--- config.mk ---
export PLATFORM = sky130hd
export DESIGN_NAME = bus_recovery
export DESIGN_NICKNAME = d
export VERILOG_FILES = /design/src/rtl/busrec_pkg.sv /design/src/rtl/busrec_ctrl.sv /design/src/rtl/busrec_dp.sv /design/src/rtl/bus_recovery.sv
export SDC_FILE = /design/constraint.sdc
export NUM_CORES = 1
export LEC_CHECK = 0
export ABC_AREA = 1
export BUFFER_PORTS_ARGS = -buffer_cell sky130_fd_sc_hd__buf_2
export CELL_PAD_IN_SITES_DETAIL_PLACEMENT = 1
export CELL_PAD_IN_SITES_GLOBAL_PLACEMENT = 1
export CORE_UTILIZATION = 43
export DETAILED_ROUTE_END_ITERATION = 6
export GPL_TIMING_DRIVEN = 1
export PLACE_DENSITY_LB_ADDON = 0.1
export SLEW_MARGIN = 0
export SYNTH_ARGS = -nofsm -noshare
export SYNTH_HDL_FRONTEND = slang
export SYNTH_SLANG_ARGS = --single-unit
--- constraint.sdc ---
create_clock -name clk -period 4.3 [get_ports clk]
set_input_delay 0.215 -clock clk [delete_from_list [all_inputs] [get_ports clk]]
set_output_delay 0.215 -clock clk [all_outputs]
set_load 0.005 [all_outputs]
--- src/rtl/busrec_pkg.sv ---
`timescale 1ns/1ps
package busrec_pkg;

  typedef enum logic [2:0] {
    PH_IDLE     = 3'd0,
    PH_CLK_HIGH = 3'd1,
    PH_CLK_LOW  = 3'd2,
    PH_STOP_SDA = 3'd3,
    PH_STOP_SCL = 3'd4,
    PH_STOP_END = 3'd5
  } phase_e;

  // Strobes from the sequencer control to the datapath.
  typedef struct packed {
    logic phaseLoad;  // reload interval timer and latch new enables
    logic sclLow;     // enable value for the clock line on phaseLoad
    logic sdaLow;     // enable value for the data line on phaseLoad
    logic pulseClr;   // zero the pulse counter
    logic pulseInc;   // advance the pulse counter
    logic finish;     // raise the done pulse
  } seq_strobe_t;

  localparam int STATUS_W       = 16;
  localparam int ST_SDA_OVR_BIT = 8;
  localparam int ST_SCL_OVR_BIT = 9;
  localparam int ST_SDA_IN_BIT  = 10;
  localparam int ST_SCL_IN_BIT  = 11;

endpackage

--- src/rtl/busrec_ctrl.sv ---
`timescale 1ns/1ps
module busrec_ctrl
  import busrec_pkg::*;
(
  input  logic        clk,
  input  logic        rstN,
  input  logic        startPulse,
  input  logic        intervalEnd,
  input  logic        lastPulse,
  output seq_strobe_t strobes
);

  phase_e phase, phaseNext;

  always_ff @(posedge clk or negedge rstN) begin
    if (!rstN) phase <= PH_IDLE;
    else       phase <= phaseNext;
  end

  always_comb begin
    phaseNext = phase;
    strobes   = '0;
    unique case (phase)
      PH_IDLE: begin
        if (startPulse) begin
          phaseNext         = PH_CLK_HIGH;
          strobes.phaseLoad = 1'b1;
          strobes.pulseClr  = 1'b1;
        end
      end
      PH_CLK_HIGH: begin
        if (intervalEnd) begin
          phaseNext         = PH_CLK_LOW;
          strobes.phaseLoad = 1'b1;
          strobes.sclLow    = 1'b1;
        end
      end
      PH_CLK_LOW: begin
        if (intervalEnd) begin
          strobes.phaseLoad = 1'b1;
          if (lastPulse) begin
            phaseNext      = PH_STOP_SDA;
            strobes.sclLow = 1'b1;
            strobes.sdaLow = 1'b1;
          end else begin
            phaseNext        = PH_CLK_HIGH;
            strobes.pulseInc = 1'b1;
          end
        end
      end
      PH_STOP_SDA: begin
        if (intervalEnd) begin
          phaseNext         = PH_STOP_SCL;
          strobes.phaseLoad = 1'b1;
          strobes.sdaLow    = 1'b1;
        end
      end
      PH_STOP_SCL: begin
        if (intervalEnd) begin
          phaseNext         = PH_STOP_END;
          strobes.phaseLoad = 1'b1;
        end
      end
      PH_STOP_END: begin
        if (intervalEnd) begin
          phaseNext      = PH_IDLE;
          strobes.finish = 1'b1;
        end
      end
      default: phaseNext = PH_IDLE;
    endcase
  end

  // a running phase only moves on when the datapath timer expires
  p_phase_held_r2: assert property (@(posedge clk) disable iff (!rstN)
    (phase != PH_IDLE && !intervalEnd) |=> $stable(phase));

endmodule

--- src/rtl/busrec_dp.sv ---
`timescale 1ns/1ps
module busrec_dp
  import busrec_pkg::*;
#(
  parameter int INTERVAL_CYCLES = 500,
  parameter int PULSE_COUNT     = 9,
  parameter int SYNC_STAGES     = 2
) (
  input  logic                clk,
  input  logic                rstN,
  input  seq_strobe_t         strobes,
  input  logic                sclSense,
  input  logic                sdaSense,
  output logic                intervalEnd,
  output logic                lastPulse,
  output logic                sclPullLow,
  output logic                sdaPullLow,
  output logic                doneFlag,
  output logic [STATUS_W-1:0] statusWord
);

  localparam int TIMER_W = (INTERVAL_CYCLES > 1) ? $clog2(INTERVAL_CYCLES) : 1;
  localparam int PULSE_W = (PULSE_COUNT > 1) ? $clog2(PULSE_COUNT) : 1;
  localparam logic [TIMER_W-1:0] TIMER_RELOAD = TIMER_W'(INTERVAL_CYCLES - 1);
  localparam logic [PULSE_W-1:0] PULSE_LAST   = PULSE_W'(PULSE_COUNT - 1);

  logic [TIMER_W-1:0] intervalTimer;
  logic [PULSE_W-1:0] pulseCnt;
  logic               sclSeen, sdaSeen;

  // Interval timer: reloads on every phase change, counts down to zero.
  always_ff @(posedge clk or negedge rstN) begin
    if (!rstN)                   intervalTimer <= '0;
    else if (strobes.phaseLoad)  intervalTimer <= TIMER_RELOAD;
    else if (intervalTimer != 0) intervalTimer <= intervalTimer - 1'b1;
  end
  assign intervalEnd = (intervalTimer == '0);

  // Clock pulse counter.
  always_ff @(posedge clk or negedge rstN) begin
    if (!rstN)                 pulseCnt <= '0;
    else if (strobes.pulseClr) pulseCnt <= '0;
    else if (strobes.pulseInc) pulseCnt <= pulseCnt + 1'b1;
  end
  assign lastPulse = (pulseCnt == PULSE_LAST);

  // Pull-low enables and completion pulse.
  always_ff @(posedge clk or negedge rstN) begin
    if (!rstN) begin
      sclPullLow <= 1'b0;
      sdaPullLow <= 1'b0;
      doneFlag   <= 1'b0;
    end else begin
      doneFlag <= strobes.finish;
      if (strobes.phaseLoad) begin
        sclPullLow <= strobes.sclLow;
        sdaPullLow <= strobes.sdaLow;
      end
    end
  end

  // Synchronizers for the sensed line levels.
  generate
    if (SYNC_STAGES == 0) begin : g_nosync
      assign sclSeen = sclSense;
      assign sdaSeen = sdaSense;
    end else begin : g_sync
      logic [SYNC_STAGES-1:0] sclPipe, sdaPipe;
      always_ff @(posedge clk or negedge rstN) begin
        if (!rstN) begin
          sclPipe <= '0;
          sdaPipe <= '0;
        end else begin
          sclPipe[0] <= sclSense;
          sdaPipe[0] <= sdaSense;
          for (int i = 1; i < SYNC_STAGES; i++) begin
            sclPipe[i] <= sclPipe[i-1];
            sdaPipe[i] <= sdaPipe[i-1];
          end
        end
      end
      assign sclSeen = sclPipe[SYNC_STAGES-1];
      assign sdaSeen = sdaPipe[SYNC_STAGES-1];
    end
  endgenerate

  always_comb begin
    statusWord                 = '0;
    statusWord[ST_SDA_OVR_BIT] = sdaPullLow;
    statusWord[ST_SCL_OVR_BIT] = sclPullLow;
    statusWord[ST_SDA_IN_BIT]  = sdaSeen;
    statusWord[ST_SCL_IN_BIT]  = sclSeen;
  end

  p_timer_bound_r2: assert property (@(posedge clk) disable iff (!rstN)
    intervalTimer <= TIMER_RELOAD);

  p_pulse_bound_r3: assert property (@(posedge clk) disable iff (!rstN)
    pulseCnt <= PULSE_LAST);

  p_sda_after_scl_r4: assert property (@(posedge clk) disable iff (!rstN)
    $rose(sdaPullLow) |-> sclPullLow);

  p_stop_setup_r5: assert property (@(posedge clk) disable iff (!rstN)
    ($fell(sclPullLow) && $past(sdaPullLow)) |-> sdaPullLow);

  p_done_single_r6: assert property (@(posedge clk) disable iff (!rstN)
    doneFlag |=> !doneFlag);

  p_start_when_free_r7: assert property (@(posedge clk) disable iff (!rstN)
    strobes.pulseClr |-> (!sclPullLow && !sdaPullLow));

endmodule

--- src/rtl/bus_recovery.sv ---
`timescale 1ns/1ps
module bus_recovery #(
  parameter int INTERVAL_CYCLES = 500,
  parameter int PULSE_COUNT     = 9,
  parameter int SYNC_STAGES     = 2
) (
  input  logic        clk,
  input  logic        rstN,
  input  logic        startPulse,
  input  logic        sclSense,
  input  logic        sdaSense,
  output logic        sclPullLow,
  output logic        sdaPullLow,
  output logic        doneFlag,
  output logic [15:0] statusWord
);
  import busrec_pkg::*;

  seq_strobe_t strobes;
  logic        intervalEnd;
  logic        lastPulse;

  busrec_ctrl u_ctrl (
    .clk         (clk),
    .rstN        (rstN),
    .startPulse  (startPulse),
    .intervalEnd (intervalEnd),
    .lastPulse   (lastPulse),
    .strobes     (strobes)
  );

  busrec_dp #(
    .INTERVAL_CYCLES (INTERVAL_CYCLES),
    .PULSE_COUNT     (PULSE_COUNT),
    .SYNC_STAGES     (SYNC_STAGES)
  ) u_dp (
    .clk         (clk),
    .rstN        (rstN),
    .strobes     (strobes),
    .sclSense    (sclSense),
    .sdaSense    (sdaSense),
    .intervalEnd (intervalEnd),
    .lastPulse   (lastPulse),
    .sclPullLow  (sclPullLow),
    .sdaPullLow  (sdaPullLow),
    .doneFlag    (doneFlag),
    .statusWord  (statusWord)
  );

endmodule

==> metrics.md <==
| Metric | Value |
|---|---|
| Setup ws final | 2.69 ns |
| Largest family of logic cells by synthesized area | simple AND/OR/NAND/NOR gates |
| Io pins | 24 |
| Clk_lat worst skew | 0.31 ns |
| CTS tree | done |
| Gr busiest metal | met2 |
| Post-synth EDFFs | 0 |
| Worst-path maximum fanout | 13 |
| FF-to-FF Start | u_ctrl.phase[1] |
| Die height | 58.5 um |
| CP endpoint kind | flop |
| Crit path from | u_ctrl.phase[1] |
| Final Hold Vio Count | 0 |
| Clk slew on worst S/H paths | 0.12 ns |
| Power per cell area | 479 mW/mm^2 |
| Seq/Total Area, Yosys | 0.419 |
| Relative slew slack | 0.660 |
| # Max-Cap Violations | 0 |
| Post-detail-place hpwl | 2120 um |
| Starting Density | 0.450 |
| Initial DRC count | 52 |
| TritonCTS buffer count | 3 |
| Crit Path Category | flop to flop |
| Worst EP required | around 4.5 ns |
| Most frequent cells in the layout | 37 x nand2_1, 23 x dfrtp_1, 22 x nand3_1, 21 x inv_1, 14 x nor2_1 |
| Crit path DAT | 1.85 ns |
| Longest Clk Path Bufs | 2 |
| GPL Wtd Cong | between 0.8 and 0.9 |
| Layout cell share with drive strength beyond 1 | 0.166 |
| Vias in the first global route | around 1.1k |
| Hold Crit Class | primary input to flop |
| Met3 usage | 0.0264 |
| Cell count of the worst hold path | 4 |
| Wire per inst | 12.0 um |
| Avg Vias per Cell | 4.72 |
| Synth-to-Final Area Change | 5.92% |
| Synthesized flop and latch total | 23 |
| Synth Area in Simple Gates | 0.331 |
| First-pass GRT wire length | 4880 um |
| Residual DRC | 0 |
| R2R depth | 5 |
| FFs w/ async S/R, synth | 1.00 |
| Layout Nets | 190 |
| Number of I/O port buffers | 11 |
| Post_cts resized | 0 |
| Routed Antenna Nets | 0 |
| Most common cell after layout, fill and taps aside | nand2_1 |
| Area of the mapped netlist | 0.00137 mm^2 |
| Crit path to | u_dp.intervalTimer[8] |
| CTS root buffer | clkbuf_4 |
| Number of unique standard cell types used by synthesis | 27 |
| FMAX | 0.621 GHz |
| Die width | 58.5 um |
| Setup Viol. Count Final | 0 |
| Warnings, synthesis | 0 |
| R2R setup slack | about 2.7 ns |
| First drt pass iteration count | 4 |
| Synth Instances | 169 |
| Die area | 0.00343 mm^2 |
| Core area | 0.00305 mm^2 |
| Reg2reg end | u_dp.intervalTimer[8] |
| Pins Over Slew Limit | 0 |
| Min Clock Period, post-route | roughly 1.6 ns |
| Worst Skew | 0.00536 ns |
| Antenna violations before repair | 0 |
| Total GRT Usage | 0.191 |
| CP Launch Type | flop |
| Setup tns final | 0 ns |
| Htree depth | 1 |
| RSZ-0062 raised after global routing | false |
| Top FF cell, synth | dfrtp_1 |
| M2 GR Usage | 0.332 |
| Status | completed |
| DR vias | approximately 1.1k |
| Floorplan row count | 20 |
| Worst vdd ir | ~0.00021 V |
| Worst-margin pin slew | about 0.5 ns |
| ANT cells | 0 |
| Final non-filler cell total | 225 |
| Multiplexer share of the synthesized area | 0 |
| Pre-CTS setup slack | 2.72 ns |
| XOR/XNOR share of the synthesized area | 0.0191 |
| Total grt overflow | 0 |
| Post-Syn Area per Cell | between 8 and 9 um^2 |
| Adder-Cell Fraction of Synth Area | 0.0273 |
| Worst hold margin | 0.260 ns |
| WL final | 2710 um |
| Met1 usage | 0.232 |
| Largest net degree at the start of global routing | 24 |
| Synth Area in Compound Gates | 0.0364 |
| Cell total after placement | 218 |
| Clk sinks | 23 |
| Leak Pwr | 0.853 nW |
| Final Cycle Share | 0.375 |
[cell families after synthesis]
kind of cell    Yosys count
flops                    23
buf+inv                  40
other cells               1
fa+ha+maj                 3
xor+xnor                  3
simple gates             91
compound gates            8
[cells in the mapped netlist (2+ instances only)]
library cell | count | area share
xor2_1 | 2 | 0.013
nand3_1 | 22 | 0.080
nor3_1 | 2 | 0.0073
nor2_1 | 14 | 0.038
ha_1 | 3 | 0.027
nand2_4 | 4 | 0.033
buf_4 | 17 | 0.093
dfrtp_1 | 23 | 0.42
nand4_1 | 3 | 0.014
nand2_1 | 37 | 0.10
o21ai_0 | 3 | 0.011
o21ai_1 | 2 | 0.0073
nand2_2 | 2 | 0.0091
nor2_2 | 2 | 0.0091
inv_1 | 21 | 0.057
[per-layer routing]
layer / wire length (um) / vias up
li1: - / 530
met1: 1200 / 510
met2: 1390 / 17
met3: 62 / 6
met4: 60 / 0
met5: 0 / -
[power breakdown]
part | internal [W] | switching (W)
logic | 0.0000973 | 0.000173
clock network | 0.0000347 | 0.0000661
registers | 0.000268 | 0.0000587
[flip-flops by register name, summed over array words and instances (netlist names)]
signal / cells
u_dp.g_sync.sdaPipe: 2
u_dp.doneFlag: 1
u_dp.g_sync.sclPipe: 2
u_dp.sdaPullLow: 1
u_dp.intervalTimer: 9
u_dp.pulseCnt: 4
u_ctrl.phase: 3
u_dp.sclPullLow: 1
[critical path, cell delays in order, from the launching register on]
cell     delay (ns)
dfrtp_1        0.47
nor2_1         0.25
nand3_1        0.42
nand2_2        0.23
nand2_4        0.09
o21ai_1        0.09
[metrics by stage]
step	util	power (W)	cell area (um^2)
2_1_floorplan	-	0.000543	1420
3_3_place_gp	0.458	0.000589	1400
3_5_place_dp	0.458	0.000605	1400
4_1_cts	0.477	0.000712	1460
5_1_grt	0.477	0.000776	1460
6_report	0.477	0.000697	1460
[worst min-delay path by stage]
stage                                  to  slack (ns)        from
finish              u_dp.intervalTimer[2]        0.26  startPulse
global route        u_dp.intervalTimer[2]        0.28  startPulse
CTS                 u_dp.intervalTimer[2]        0.25  startPulse
detailed placement  u_dp.intervalTimer[6]        0.22        rstN
global placement    u_dp.intervalTimer[6]        0.22        rstN
floorplan                 u_ctrl.phase[0]       -0.08        rstN
[layout make-up]
class / instances / area [um^2]
Multi-Input combinational cell: 117 / 613
Tap cell: 44 / 55.1
Fill cell: 416 / 1600
Clock buffer: 3 / 22.5
Clock inverter: 1 / 5.00
Sequential cell: 23 / 576
Timing Repair Buffer: 14 / 85.1
Inverter: 23 / 98.8
[repair_timing]
action,4_1_cts,5_1_grt
hold buffers,3,0
hold endpoints to repair,25,0
buffers inserted,0,0
Power figures use the tool's default switching activity.
